### config.mk
export PLATFORM = sky130hd
export DESIGN_NAME = nco_time_counter
export DESIGN_NICKNAME = d
export VERILOG_FILES = /design/src/rtl/nco_tc_pkg.sv /design/src/rtl/nco_stage_bank.sv /design/src/rtl/nco_fsync_edge.sv /design/src/rtl/nco_accum.sv /design/src/rtl/nco_timecode.sv /design/src/rtl/nco_time_counter.sv
export SDC_FILE = /design/constraint.sdc
export NUM_CORES = 1
export LEC_CHECK = 0
export BUFFER_PORTS_ARGS = -buffer_cell sky130_fd_sc_hd__buf_2
export CAP_MARGIN = 25
export CORE_MARGIN = 10
export CORE_UTILIZATION = 43
export CTS_CLUSTER_SIZE = 30
export DETAILED_ROUTE_END_ITERATION = 8
export GPL_ROUTABILITY_DRIVEN = 1
export PLACE_DENSITY = 0.73
export SLEW_MARGIN = 20
export SYNTH_ARGS = -nofsm -noshare
export SYNTH_HDL_FRONTEND = slang
export SYNTH_SLANG_ARGS = --single-unit
### constraint.sdc
create_clock -name clk -period 20.4 [get_ports clk]
set_input_delay 2.04 -clock clk [delete_from_list [all_inputs] [get_ports clk]]
set_output_delay 2.04 -clock clk [all_outputs]
set_load 0.03 [all_outputs]
### src/rtl/nco_tc_pkg.sv
package nco_tc_pkg;
  // staging register addresses
  localparam int ADR_TCNS0 = 0;
  localparam int ADR_TCNS1 = 1;
  localparam int ADR_SEC0  = 2;
  localparam int ADR_SEC1  = 3;
  localparam int ADR_SEC2  = 4;
  localparam int ADR_CNT0  = 5;
  localparam int ADR_CNT1  = 6;
  localparam int ADR_CNT2  = 7;
  localparam int ADR_FRQ0  = 8;
  localparam int ADR_FRQ1  = 9;
  localparam int N_STAGE   = 10;
  // control register addresses
  localparam int ADR_LDSEL = 10;
  localparam int ADR_LDPRM = 11;
  localparam int ADR_CTRL  = 12;
  // bit positions decoded from written words
  localparam int BIT_LD_TC  = 10;
  localparam int BIT_LD_CNT = 7;
  localparam int BIT_LD_FRQ = 6;
  localparam int BIT_INIT   = 12;
  localparam int BIT_SWTRIG = 5;
  localparam longint unsigned NS_PER_SEC = 64'd1_000_000_000;
endpackage

### src/rtl/nco_stage_bank.sv
module nco_stage_bank
  import nco_tc_pkg::*;
#(
  parameter int REG_W  = 16,
  parameter int ADDR_W = 4,
  parameter int FREQ_W = 32,
  parameter logic [FREQ_W-1:0] NOM_FREQ = 32'h8000_0000
) (
  input  logic                            clk,
  input  logic                            rst,
  input  logic                            wr_en,
  input  logic [ADDR_W-1:0]               wr_addr,
  input  logic [REG_W-1:0]                wr_data,
  input  logic                            sel_clr,
  output logic [N_STAGE-1:0][REG_W-1:0]   stage,
  output logic                            sel_tc,
  output logic                            sel_cnt,
  output logic                            sel_frq,
  output logic                            perm_frq,
  output logic                            init_mode,
  output logic                            sw_trig
);
  localparam logic [REG_W-1:0] FRQ_LO = NOM_FREQ[REG_W-1:0];
  localparam logic [REG_W-1:0] FRQ_HI = NOM_FREQ[2*REG_W-1:REG_W];

  for (genvar i = 0; i < N_STAGE; i++) begin : g_stage
    localparam logic [REG_W-1:0] RST_V =
      (i == ADR_FRQ0) ? FRQ_LO : ((i == ADR_FRQ1) ? FRQ_HI : '0);
    logic [REG_W-1:0] q;
    always_ff @(posedge clk) begin
      if (rst) begin
        q <= RST_V;
      end else if (wr_en && wr_addr == ADDR_W'(i)) begin
        q <= wr_data;
      end
    end
    assign stage[i] = q;
  end

  wire wr_sel  = wr_en && (wr_addr == ADDR_W'(ADR_LDSEL));
  wire wr_perm = wr_en && (wr_addr == ADDR_W'(ADR_LDPRM));
  wire wr_ctrl = wr_en && (wr_addr == ADDR_W'(ADR_CTRL));

  always_ff @(posedge clk) begin
    if (rst) begin
      sel_tc  <= 1'b0;
      sel_cnt <= 1'b0;
      sel_frq <= 1'b0;
    end else if (wr_sel) begin
      sel_tc  <= wr_data[BIT_LD_TC];
      sel_cnt <= wr_data[BIT_LD_CNT];
      sel_frq <= wr_data[BIT_LD_FRQ];
    end else if (sel_clr) begin
      sel_tc  <= 1'b0;
      sel_cnt <= 1'b0;
      sel_frq <= 1'b0;
    end
  end

  always_ff @(posedge clk) begin
    if (rst) begin
      perm_frq  <= 1'b0;
      init_mode <= 1'b0;
      sw_trig   <= 1'b0;
    end else begin
      if (wr_perm) perm_frq <= wr_data[BIT_LD_FRQ];
      if (wr_ctrl) begin
        init_mode <= wr_data[BIT_INIT];
        sw_trig   <= wr_data[BIT_SWTRIG];
      end
    end
  end
endmodule

### src/rtl/nco_fsync_edge.sv
module nco_fsync_edge (
  input  logic clk,
  input  logic rst,
  input  logic sw_trig,
  input  logic pin,
  output logic event_o
);
  logic pin_q;
  logic prev_q;
  logic trig;

  assign trig    = sw_trig | pin_q;
  assign event_o = trig & ~prev_q;

  always_ff @(posedge clk) begin
    if (rst) begin
      pin_q  <= 1'b0;
      prev_q <= 1'b0;
    end else begin
      pin_q  <= pin;
      prev_q <= trig;
    end
  end
endmodule

### src/rtl/nco_accum.sv
module nco_accum #(
  parameter int FREQ_W = 32,
  parameter int FRAC_W = 28,
  parameter int NS_W   = 48,
  parameter int NS_LSB = 4,
  parameter logic [FREQ_W-1:0] NOM_FREQ = 32'h8000_0000,
  localparam int INT_W  = FREQ_W - FRAC_W,
  localparam int STEP_W = INT_W + 1
) (
  input  logic              clk,
  input  logic              rst,
  input  logic              frq_ld,
  input  logic [FREQ_W-1:0] frq_stage,
  input  logic              cnt_ld,
  input  logic [NS_W-1:0]   cnt_stage,
  output logic [NS_W-1:0]   ns_q,
  output logic [FREQ_W-1:0] freq_q,
  output logic [STEP_W-1:0] step
);
  logic [FRAC_W-1:0] frac_q;
  logic [FRAC_W:0]   fsum;

  assign fsum = {1'b0, frac_q} + {1'b0, freq_q[FRAC_W-1:0]};
  assign step = STEP_W'(freq_q[FREQ_W-1:FRAC_W]) + STEP_W'(fsum[FRAC_W]);

  always_ff @(posedge clk) begin
    if (rst) begin
      ns_q   <= '0;
      frac_q <= '0;
    end else if (cnt_ld) begin
      ns_q   <= cnt_stage << NS_LSB;
      frac_q <= '0;
    end else begin
      ns_q   <= ns_q + NS_W'(step);
      frac_q <= fsum[FRAC_W-1:0];
    end
  end

  always_ff @(posedge clk) begin
    if (rst) begin
      freq_q <= NOM_FREQ;
    end else if (frq_ld) begin
      freq_q <= frq_stage;
    end
  end
endmodule

### src/rtl/nco_timecode.sv
module nco_timecode
  import nco_tc_pkg::*;
#(
  parameter int SEC_W  = 48,
  parameter int TCNS_W = 32,
  parameter int STEP_W = 5
) (
  input  logic              clk,
  input  logic              rst,
  input  logic              ld,
  input  logic [TCNS_W-1:0] ns_stage,
  input  logic [SEC_W-1:0]  sec_stage,
  input  logic [STEP_W-1:0] step,
  output logic [TCNS_W-1:0] ns_q,
  output logic [SEC_W-1:0]  sec_q
);
  localparam logic [TCNS_W:0] LIM = (TCNS_W+1)'(NS_PER_SEC);

  logic [TCNS_W:0] sum;
  logic            wrap;

  assign sum  = {1'b0, ns_q} + (TCNS_W+1)'(step);
  assign wrap = (sum >= LIM);

  always_ff @(posedge clk) begin
    if (rst) begin
      ns_q  <= '0;
      sec_q <= '0;
    end else if (ld) begin
      ns_q  <= ns_stage;
      sec_q <= sec_stage;
    end else if (wrap) begin
      ns_q  <= TCNS_W'(sum - LIM);
      sec_q <= sec_q + SEC_W'(1);
    end else begin
      ns_q  <= TCNS_W'(sum);
    end
  end
endmodule

### src/rtl/nco_time_counter.sv
module nco_time_counter
  import nco_tc_pkg::*;
#(
  parameter int REG_W  = 16,
  parameter int ADDR_W = 4,
  parameter int FREQ_W = 32,
  parameter int FRAC_W = 28,
  parameter int NS_W   = 48,
  parameter int NS_LSB = 4,
  parameter int SEC_W  = 48,
  parameter int TCNS_W = 32,
  parameter logic [FREQ_W-1:0] NOM_FREQ = 32'h8000_0000,
  localparam int STEP_W = FREQ_W - FRAC_W + 1
) (
  input  logic              clk,
  input  logic              rst,
  input  logic              wr_en,
  input  logic [ADDR_W-1:0] wr_addr,
  input  logic [REG_W-1:0]  wr_data,
  input  logic              fsync_in,
  output logic [NS_W-1:0]   time_ns,
  output logic [SEC_W-1:0]  tc_sec,
  output logic [TCNS_W-1:0] tc_nsec,
  output logic [FREQ_W-1:0] freq_active
);
  logic [N_STAGE-1:0][REG_W-1:0] stage;
  logic sel_tc, sel_cnt, sel_frq, perm_frq, init_mode, sw_trig;
  logic fs_event, frq_ld, cnt_ld, tc_ld, sel_clr;
  logic [STEP_W-1:0] step;
  logic [FREQ_W-1:0] frq_stage;
  logic [NS_W-1:0]   cnt_stage;
  logic [TCNS_W-1:0] tcns_stage;
  logic [SEC_W-1:0]  sec_stage;

  assign frq_stage  = FREQ_W'({stage[ADR_FRQ1], stage[ADR_FRQ0]});
  assign cnt_stage  = NS_W'({stage[ADR_CNT2], stage[ADR_CNT1], stage[ADR_CNT0]});
  assign tcns_stage = TCNS_W'({stage[ADR_TCNS1], stage[ADR_TCNS0]});
  assign sec_stage  = SEC_W'({stage[ADR_SEC2], stage[ADR_SEC1], stage[ADR_SEC0]});

  // commit decisions at a trigger event
  assign frq_ld  = fs_event & (sel_frq | perm_frq);
  assign cnt_ld  = fs_event & init_mode & sel_cnt;
  assign tc_ld   = fs_event & init_mode & sel_tc;
  assign sel_clr = fs_event & init_mode;

  nco_stage_bank #(
    .REG_W(REG_W), .ADDR_W(ADDR_W), .FREQ_W(FREQ_W), .NOM_FREQ(NOM_FREQ)
  ) u_bank (
    .clk(clk), .rst(rst), .wr_en(wr_en), .wr_addr(wr_addr), .wr_data(wr_data),
    .sel_clr(sel_clr), .stage(stage), .sel_tc(sel_tc), .sel_cnt(sel_cnt),
    .sel_frq(sel_frq), .perm_frq(perm_frq), .init_mode(init_mode),
    .sw_trig(sw_trig)
  );

  nco_fsync_edge u_edge (
    .clk(clk), .rst(rst), .sw_trig(sw_trig), .pin(fsync_in), .event_o(fs_event)
  );

  nco_accum #(
    .FREQ_W(FREQ_W), .FRAC_W(FRAC_W), .NS_W(NS_W), .NS_LSB(NS_LSB),
    .NOM_FREQ(NOM_FREQ)
  ) u_accum (
    .clk(clk), .rst(rst), .frq_ld(frq_ld), .frq_stage(frq_stage),
    .cnt_ld(cnt_ld), .cnt_stage(cnt_stage), .ns_q(time_ns),
    .freq_q(freq_active), .step(step)
  );

  nco_timecode #(
    .SEC_W(SEC_W), .TCNS_W(TCNS_W), .STEP_W(STEP_W)
  ) u_tc (
    .clk(clk), .rst(rst), .ld(tc_ld), .ns_stage(tcns_stage),
    .sec_stage(sec_stage), .step(step), .ns_q(tc_nsec), .sec_q(tc_sec)
  );
endmodule

==> results of run 1 <==
-- placed cells by master (no fill, tap or decap), types with 8 or more instances in the layout --
cell,count
a211oi_1,98
a21o_1,27
a21oi_1,231
a311oi_1,15
and2_1,16
and3_1,24
and4_1,15
buf_2,182
buf_4,21
clkbuf_1,9
clkbuf_16,38
clkbuf_8,8
dfxtp_1,352
ha_1,42
inv_1,24
mux2i_1,15
nand2_1,450
nand2b_1,12
nand3_1,46
nand3b_1,20
nand4_1,19
nor2_1,207
nor2b_1,12
nor3_1,21
nor3b_1,9
nor4_1,16
o2111ai_1,10
o211ai_1,16
o21ai_0,50
or3_1,18
xnor2_1,74
xor2_1,63
-- critical path, delay by kind of cell (launching register included) --
kind / cells / cell delay, ns
AND/OR/NAND/NOR: 7 / 1.46
AO/OA/AOI/OAI: 16 / 3.99
adder cells (fa/ha/maj): 6 / 1.84
buffers and inverters: 1 / 0.35
flip-flops: 1 / 0.32
-- state kept, by name, summed over array words and instances (netlist names) --
register and cells:
u_bank.g_stage.q 156, u_accum.ns_q 48, u_tc.sec_q 48, u_accum.freq_q 32, u_tc.ns_q 32, u_accum.frac_q 28, u_bank.init_mode 1, u_bank.perm_frq 1
u_bank.sel_cnt 1, u_bank.sel_frq 1, u_bank.sel_tc 1, u_bank.sw_trig 1, u_edge.pin_q 1, u_edge.prev_q 1
-- report_power, final --
part | total [W] | switching [W] | internal, W
logic | 0.000219 | 0.000152 | 0.0000672
clock network | 0.000702 | 0.000288 | 0.000414
registers | 0.000728 | 0.0000240 | 0.000704
total | 0.00165 | 0.000464 | 0.00118
-- area by class of cell --
| cell class | count | area (um^2) | area share, % |
|---|---|---|---|
| flip-flops and latches | 352 | 7050 | 35.8 |
| multi-input cells | 1641 | 9500 | 48.3 |
| well taps | 525 | 657 | 3.34 |
| diodes | 4 | 10.0 | 0.0509 |
| clock inverters | 14 | 174 | 0.884 |
| inverters | 24 | 90.1 | 0.458 |
| clock buffers | 55 | 1090 | 5.56 |
| repair buffers | 205 | 1100 | 5.61 |
-- stage by stage --
stage | utilization, % | setup WS, ns | std cells
2_1_floorplan | - | 13.59 | 2155
3_3_place_gp | 46.3 | 12.52 | 2743
3_5_place_dp | 46.4 | 12.38 | 2746
4_1_cts | 49.6 | 12.35 | 2815
5_1_grt | 49.6 | 11.64 | 2817
6_report | 49.6 | 12.30 | 2820
-- cell families (layout without fill, tap and decap cells) --
| logic type | count (synthesis) | after routing |
|---|---|---|
| AO/OA/AOI/OAI | 525 | 525 |
| multiplexers | 16 | 16 |
| other | 0 | 4 |
| buffers and inverters | 162 | 298 |
| flip-flops | 352 | 352 |
| adder cells (fa/ha/maj) | 45 | 45 |
| AND/OR/NAND/NOR | 918 | 918 |
| XOR/XNOR | 137 | 137 |
-- layer usage --
metal	vias to the layer above	global-route usage, %
met5	-	0
met4	2	7.72
met3	116	3.88
met2	552	34.4
met1	7525	28.6
li1	7727	-
-- worst min path at each step --
stage | start | end | slack [ns] | cells after the start
floorplan | u_edge.pin_q$_SDFF_PP0_ | u_edge.prev_q$_SDFF_PP0_ | 0.42 | 2
global placement | u_bank.g_stage[9].q[12]$_SDFFE_PP0P_ | u_accum.freq_q[28]$_SDFFE_PP0P_ | 0.44 | 2
detailed placement | u_edge.pin_q$_SDFF_PP0_ | u_edge.prev_q$_SDFF_PP0_ | 0.44 | 2
CTS | u_bank.g_stage[9].q[9]$_SDFFE_PP0P_ | u_accum.freq_q[25]$_SDFFE_PP0P_ | 0.45 | 2
global route | u_bank.g_stage[9].q[9]$_SDFFE_PP0P_ | u_accum.freq_q[25]$_SDFFE_PP0P_ | 0.47 | 2
finish | u_bank.g_stage[9].q[9]$_SDFFE_PP0P_ | u_accum.freq_q[25]$_SDFFE_PP0P_ | 0.44 | 2
==> impl_metrics.tcl, run 1 <==
set metrics [dict create \
    io_buffers 183 \
    min_path_type "flop to flop" \
    power-per-cell-area_nw_per_um2 83.8 \
    ant_nets 0 \
    path_max_fanout 32 \
    fin_crit_sh_pct 39.7 \
    yosys_warnings 0 \
    final_nets 2331 \
    cts_sinks 352 \
    hpwl_um 36900 \
    rsz0062_at_grt "false" \
    path_common_cell "ha_1" \
    fin_worst_skew_ns 0.0259 \
    synth_xor_area_share_pct 6.98 \
    timing.rr.end "u_tc.sec_q[38]$_SDFFE_PP0P_" \
    cts_tree "built" \
    syn_nets 2224 \
    cts_resized 0 \
    layout-drive-gt1-share_pct 13.4 \
    rr_worst_depth 30 \
    synthFlopType "dfxtp_1" \
    cp-end-kind "flop" \
    route.met3.wl_um 3710 \
    die_y_um 220 \
    reg2reg_slack_ns 12.30 \
    synth_edf_count 0 \
    drc 0 \
    cp-start-kind "flop" \
    crit_start "u_accum.freq_q[0]$_SDFFE_PP0P_" \
    grt_usage_pct 21.6 \
    cts_buffers 38 \
    htreeDepth 2 \
    cp.required_ns 20.83 \
    ys_ff_latch 352 \
    clock-root-buffer "clkbuf_16" \
    finalSetupTns_ns 0 \
    synth_top_family_by_area "simple AND/OR/NAND/NOR gates" \
    highest_layer "met5" \
    core_area_um2 39600 \
    synth.most_common_cell "nand2_1" \
    grt_pass1_wl_um 84100 \
    ys_seq_area_share_pct 41.0 \
    synth_cells 2155 \
    antenna_found_initial 5 \
    crit_type "flop to flop" \
    place_congestion 0.926 \
    worst_slew_pin_slew_ns 1.04 \
    yosysTopAreaCellShare_pct 41.0 \
    hold_buffers 0 \
    clock_latency_ns 0.54 \
    cts_setup_buffers 0 \
    status "completed" \
    yosys.area.top_type "dfxtp_1" \
    drt-initial-drc-count 1450 \
    grt_overflow 0 \
    clock.fmax_ghz 0.123 \
    drtPass1Iterations 5 \
    vias 15922 \
    final-hold-violation-count 0 \
    max_stage_delay_ns 0.58 \
    synth_area_leaders "dfxtp_1, nand2_1, a21oi_1" \
    fillers 3858 \
    synth_simple_gate_area_share_pct 24.3 \
    whs_ns 0.435 \
    vdd_drop_max_mv 0.0619 \
    critPathArrivalTime_ns 8.53 \
    clk_pin_slew_worst_paths_ns 0.06 \
    grt_max_degree 234 \
    ios 184 \
    finalWorstPathRequiredPeriod_ns 8.10 \
    endpoint "u_tc.sec_q[38]$_SDFFE_PP0P_" \
    power.total_w 0.00165 \
    wl_met1_um 24200 \
    stdcell_area_um2 19700 \
    dieArea_um2 48300 \
    setup_viol 0 \
    num_rows 73 \
    ys_async_sr_fraction_pct 0 \
    area_growth_syn_to_layout_pct 14.6 \
    routed_wl_um 54500 \
    grt_pass1_vias 15057 \
    drv_cap 0 \
    relSlewSlack_pct 30.6 \
    synth_mux_area_share_pct 0.940 \
    yosysUniqueCellTypes 85 \
    drt-wirelength-per-cell_um 19.3 \
    die_w_um 220 \
    synth_area_um2 17200 \
    synthAdderAreaFrac_pct 3.41 \
    finalMaxSlewViolations 0 \
    synth_compound_area_share_pct 19.6 \
    cts_buffer_depth 3 \
    initial_core_util_pct 43.3 \
    ys_top_cells_by_count "nand2_1, dfxtp_1, a21oi_1" \
    slowest_stage "o21ai_2" \
    syn_area_per_cell_um2 7.97 \
    wl_met2_um 24800 \
    vias_per_cell 5.65 \
    place_area_um2 18400 \
    reg2reg_from "u_accum.freq_q[0]$_SDFFE_PP0P_" \
    leakagePower_nw 7.72 \
]
No activity file was read; power rests on OpenSTA's default activity.
==> run 2, diff against run 1 <==
clock period = 8.4 ns   (was 20.4 ns; I/O delays follow)
==> run 2 against run 1 <==
  * Utilization grew 0.34 points
  * Critical path depth stayed put
  * Final area rose by 0.69%
  * Final cell count about the same
  * Clock skew down 0.0096 ns
  * Worst setup slack worse by 12 ns
  * Register-to-register slack worse by 12 ns
  * Critical endpoint unchanged
  * Largest power group is now clock
  * Highest routed layer unchanged
==> impl_metrics.tcl, run 2 (synthesis results as in run 1) <==
set metrics [dict create \
    status "completed" \
    crit_buf_inv 1 \
    io_buffers 183 \
    cts_tree "built" \
    relSlewSlack_pct 36.9 \
    whs_path_depth 2 \
    worst_slew_pin_slew_ns 0.947 \
    critPathArrivalTime_ns 8.26 \
    fin_worst_skew_ns 0.0163 \
    initial_core_util_pct 43.3 \
    core_area_um2 39600 \
    die_w_um 220 \
    area_growth_syn_to_layout_pct 15.4 \
    slowest_stage "or4b_1" \
    die_y_um 220 \
    drtPass1Iterations 5 \
    final_nets 2336 \
    drv_cap 0 \
    place_congestion 0.914 \
    grt_pass1_wl_um 84000 \
    cp-start-kind "flop" \
    drc 0 \
    reg2reg_slack_ns 0.57 \
    cp.required_ns 8.83 \
    antenna_found_initial 5 \
    dpl.cell_count 2751 \
    power-per-cell-area_nw_per_um2 207 \
    rr_worst_depth 30 \
    ios 184 \
    fin_crit_sh_pct 93.2 \
    vdd_drop_max_mv 0.175 \
    vias 15876 \
    path_max_fanout 14 \
    mostFrequentLayoutCells "nand2_1, dfxtp_1, a21oi_1" \
    largest_reg_flops 156 \
    ant_nets 0 \
    finalMaxSlewViolations 0 \
    layout.cells.most_common "nand2_1" \
    cts_sinks 352 \
    clk_pin_slew_worst_paths_ns 0.06 \
    clock_latency_ns 0.53 \
    cts_resized 0 \
    grt_usage_pct 21.5 \
    final-hold-violation-count 0 \
    hpwl_um 37100 \
    dieArea_um2 48300 \
    final_cell_count_no_fill 2822 \
    max_flop_register "u_bank.g_stage.q" \
    drt-wirelength-per-cell_um 19.2 \
    vias_per_cell 5.63 \
    crit_type "flop to flop" \
    path_delay_family "compound AO/OA/AOI/OAI gates" \
    finalWorstPathRequiredPeriod_ns 7.83 \
    finalCoreUtilization_pct 50.0 \
    clock-root-buffer "clkbuf_16" \
    grt_pass1_vias 14996 \
    leakagePower_nw 7.80 \
    hold_buffers 0 \
    max_stage_delay_ns 0.55 \
    path_depth 30 \
    min_path_type "flop to flop" \
    routed_wl_um 54200 \
    grt_max_degree 226 \
    cts_buffers 38 \
    power.total_w 0.00410 \
    whs_ns 0.451 \
    drt-initial-drc-count 1464 \
    htreeDepth 2 \
    clock.fmax_ghz 0.128 \
    path_common_cell "ha_1" \
    cts_buffer_depth 3 \
    top_regs "u_bank.g_stage.q (156), u_accum.ns_q (48), u_tc.sec_q (48)" \
    cp-end-kind "flop" \
    grt_overflow 0 \
    cts_setup_buffers 0 \
    layout-drive-gt1-share_pct 13.7 \
    num_rows 73 \
    setup_viol 0 \
]
-- run 2: cell count changes in the layout (fill, tap and decap cells not counted), moves of 2 or more --
cell	before	now
clkinvlp_4	4	1
buf_4	21	26
clkbuf_8	8	12
clkbuf_1	9	4
bufinv_16	3	5
-- run 2: metal layers --
layer  part of all wire [%]  GRT usage, %
met5                  0.024             0
met1                     43          28.4
met4                    3.2          7.40
met3                    7.3          3.41
met2                     46          35.1
-- run 2: power by group --
part           switching (W)  internal (W)
Clock               0.000689       0.00111
Sequential         0.0000596       0.00171
Combinational       0.000370      0.000168
-- run 2: cell type report --
class	count	area [um^2]
multi-input cells	1641	9530
diodes	4	10.0
clock buffers	55	1160
clock inverters	11	190
well taps	525	657
inverters	24	90.1
fillers	3807	19800
flip-flops and latches	352	7050
repair buffers	210	1140
-- run 2: worst paths after layout --
check,startpoint,end
worst min register to register,u_bank.g_stage[9].q[12]$_SDFFE_PP0P_,u_accum.freq_q[28]$_SDFFE_PP0P_
worst max-delay path,u_accum.freq_q[0]$_SDFFE_PP0P_,u_tc.sec_q[38]$_SDFFE_PP0P_
worst max register to register,u_accum.freq_q[0]$_SDFFE_PP0P_,u_tc.sec_q[38]$_SDFFE_PP0P_
worst min-delay path,u_bank.g_stage[9].q[12]$_SDFFE_PP0P_,u_accum.freq_q[28]$_SDFFE_PP0P_
-- run 2: per-stage QoR --
step / area [um^2] / setup WS (ns) / setup TNS (ns)
finish: 19800 / 0.573 / 0
global route: 19800 / -0.0100 / -0.0100
CTS: 19800 / 0.518 / 0
detailed placement: 18400 / 0.543 / 0
global placement: 18400 / 0.751 / 0
floorplan: 17200 / 1.59 / 0
-- run 2: worst register-to-register path, delay by kind of cell, from the launching register on --
family | cells | cell delay, ns
xor+xnor | 1 | 0.20
flops | 1 | 0.34
simple gates | 7 | 1.52
compound gates | 15 | 3.61
fa+ha+maj | 6 | 1.93
buf+inv | 1 | 0.09
==> run 3, diff against run 2 <==
CORE_ASPECT_RATIO = 1.1   (was not set)
SKIP_LAST_GASP = 1   (was not set)
==> run 3 against run 2 <==
  * Final cell count down 0.64%
  * Fmax grew 1.2%
  * Worst setup slack better by 0.092 ns
  * Non-clock buffer count up 4
==> impl_metrics.tcl, run 3 (synthesis results as in run 1) <==
set metrics [dict create \
    status "completed" \
    whs_ns 0.450 \
    p_seq_share_pct 43.5 \
    die_w_um 211 \
    cp-end-kind "flop" \
    swShare_pct 27.2 \
    max_stage_delay_ns 0.55 \
    ios 184 \
    cts_tree "built" \
    path_delay_family "compound AO/OA/AOI/OAI gates" \
    drtPass1Iterations 6 \
    cp-start-kind "flop" \
    path_common_cell "ha_1" \
    vias 16045 \
    cp.required_ns 8.84 \
    finalSetupTns_ns 0 \
    layout.cells.most_common "nand2_1" \
    comb_power_share_pct 13.4 \
    fin_crit_sh_pct 92.1 \
    mostFrequentLayoutCells "nand2_1, dfxtp_1, a21oi_1" \
    leakagePower_nw 7.80 \
    vias_per_cell 5.72 \
    hold_buffers 0 \
    path_max_fanout 15 \
    final-hold-violation-count 0 \
    area_growth_syn_to_layout_pct 15.1 \
    clock_latency_ns 0.53 \
    clk_pin_slew_worst_paths_ns 0.06 \
    num_rows 76 \
    critPathArrivalTime_ns 8.17 \
    max_flop_register "u_bank.g_stage.q" \
    clock.fmax_ghz 0.129 \
    cts_sinks 352 \
    drt-initial-drc-count 1477 \
    htreeDepth 2 \
    finalMaxSlewViolations 0 \
    ant_nets 0 \
    drt-wirelength-per-cell_um 19.6 \
    routed_wl_um 54800 \
    hpwl_um 37600 \
    io_buffers 183 \
    cts_buffers 38 \
    finalWorstPathRequiredPeriod_ns 7.73 \
    power.internal_w 0.00295 \
    min_path_type "flop to flop" \
    p_sw_w 0.00111 \
    die_y_um 230 \
    crit_buf_inv 1 \
    grt_overflow 0 \
    fin_worst_skew_ns 0.00917 \
    final_nets 2340 \
    stdcell_area_um2 19800 \
    drv_cap 0 \
    grt_usage_pct 21.8 \
    grt_pass1_wl_um 85600 \
    place_congestion 0.920 \
    grt_pass1_vias 15052 \
    place_area_um2 18400 \
    power-per-cell-area_nw_per_um2 205 \
    clock-root-buffer "clkbuf_16" \
    slowest_stage "or4b_1" \
    drc 0 \
    layout-drive-gt1-share_pct 13.8 \
    vdd_drop_max_mv 0.170 \
    relSlewSlack_pct 33.3 \
    core_area_um2 39400 \
    rsz0062_at_grt "false" \
    initial_core_util_pct 43.6 \
    fillers 3765 \
    crit_type "flop to flop" \
    grt_max_degree 106 \
    clkPwrFrac_pct 43.1 \
    worst_slew_pin_slew_ns 1.00 \
    top_regs "u_bank.g_stage.q (156), u_accum.ns_q (48), u_tc.sec_q (48)" \
    cts_setup_buffers 0 \
    setup_viol 0 \
    largest_reg_flops 156 \
    cts_buffer_depth 3 \
    antenna_found_initial 4 \
    cts_resized 0 \
    dieArea_um2 48400 \
]
==> run 3: area by class of cell <==
class	instances	area (um^2)	share of cell area, %
Antenna cell	1	2.50	0.0127
Multi-Input combinational cell	1641	9510	48.1
Clock inverter	8	121	0.614
Tap cell	507	634	3.21
Inverter	24	90.1	0.456
Sequential cell	352	7050	35.7
Timing Repair Buffer	214	1170	5.91
Clock buffer	57	1200	6.05
==> run 3: worst min-delay path: stages (launching register included) <==
cell	delay [ns]
dfxtp_1	0.31
nand2_1	0.05
a21oi_1	0.05
==> run 3: routing by layer <==
metal / global-route usage (%) / part of all wire, % / routed length (um)
met5: 0 / 0.067 / 37
met4: 6.09 / 2.3 / 1250
met3: 3.24 / 5.7 / 3130
met2: 36.0 / 48 / 26100
met1: 28.8 / 44 / 24300
==> run 3: final timing paths <==
kind,startpoint,to,slack (ns),cells past startpoint
setup / recovery,u_accum.freq_q[0]$_SDFFE_PP0P_,u_tc.sec_q[38]$_SDFFE_PP0P_,0.67,30
hold / removal,u_bank.g_stage[8].q[2]$_SDFFE_PP0P_,u_accum.freq_q[2]$_SDFFE_PP0P_,0.45,2
setup reg to reg,u_accum.freq_q[0]$_SDFFE_PP0P_,u_tc.sec_q[38]$_SDFFE_PP0P_,0.67,30
hold reg to reg,u_bank.g_stage[8].q[2]$_SDFFE_PP0P_,u_accum.freq_q[2]$_SDFFE_PP0P_,0.45,2
==> run 3: power by group through the flow <==
stage               registers [W]  logic, W  clock network [W]
floorplan                 0.00183  0.000324                  0
global placement          0.00180  0.000527                  0
detailed placement        0.00180  0.000531                  0
CTS                       0.00176  0.000535            0.00177
global route              0.00177  0.000582            0.00183
finish                    0.00177  0.000545            0.00175
==> run 3: metrics by stage <==
step | worst slack (ns) | instances | util, % | total power (W)
after detailed placement | 0.523 | 2732 | 46.7 | 0.00233
final | 0.666 | 2804 | 50.2 | 0.00406
after global placement | 0.721 | 2732 | 46.7 | 0.00233
after global routing | 0.0480 | 2804 | 50.2 | 0.00418
after floorplan | 1.59 | 2155 | - | 0.00216
after CTS | 0.490 | 2797 | 50.1 | 0.00407
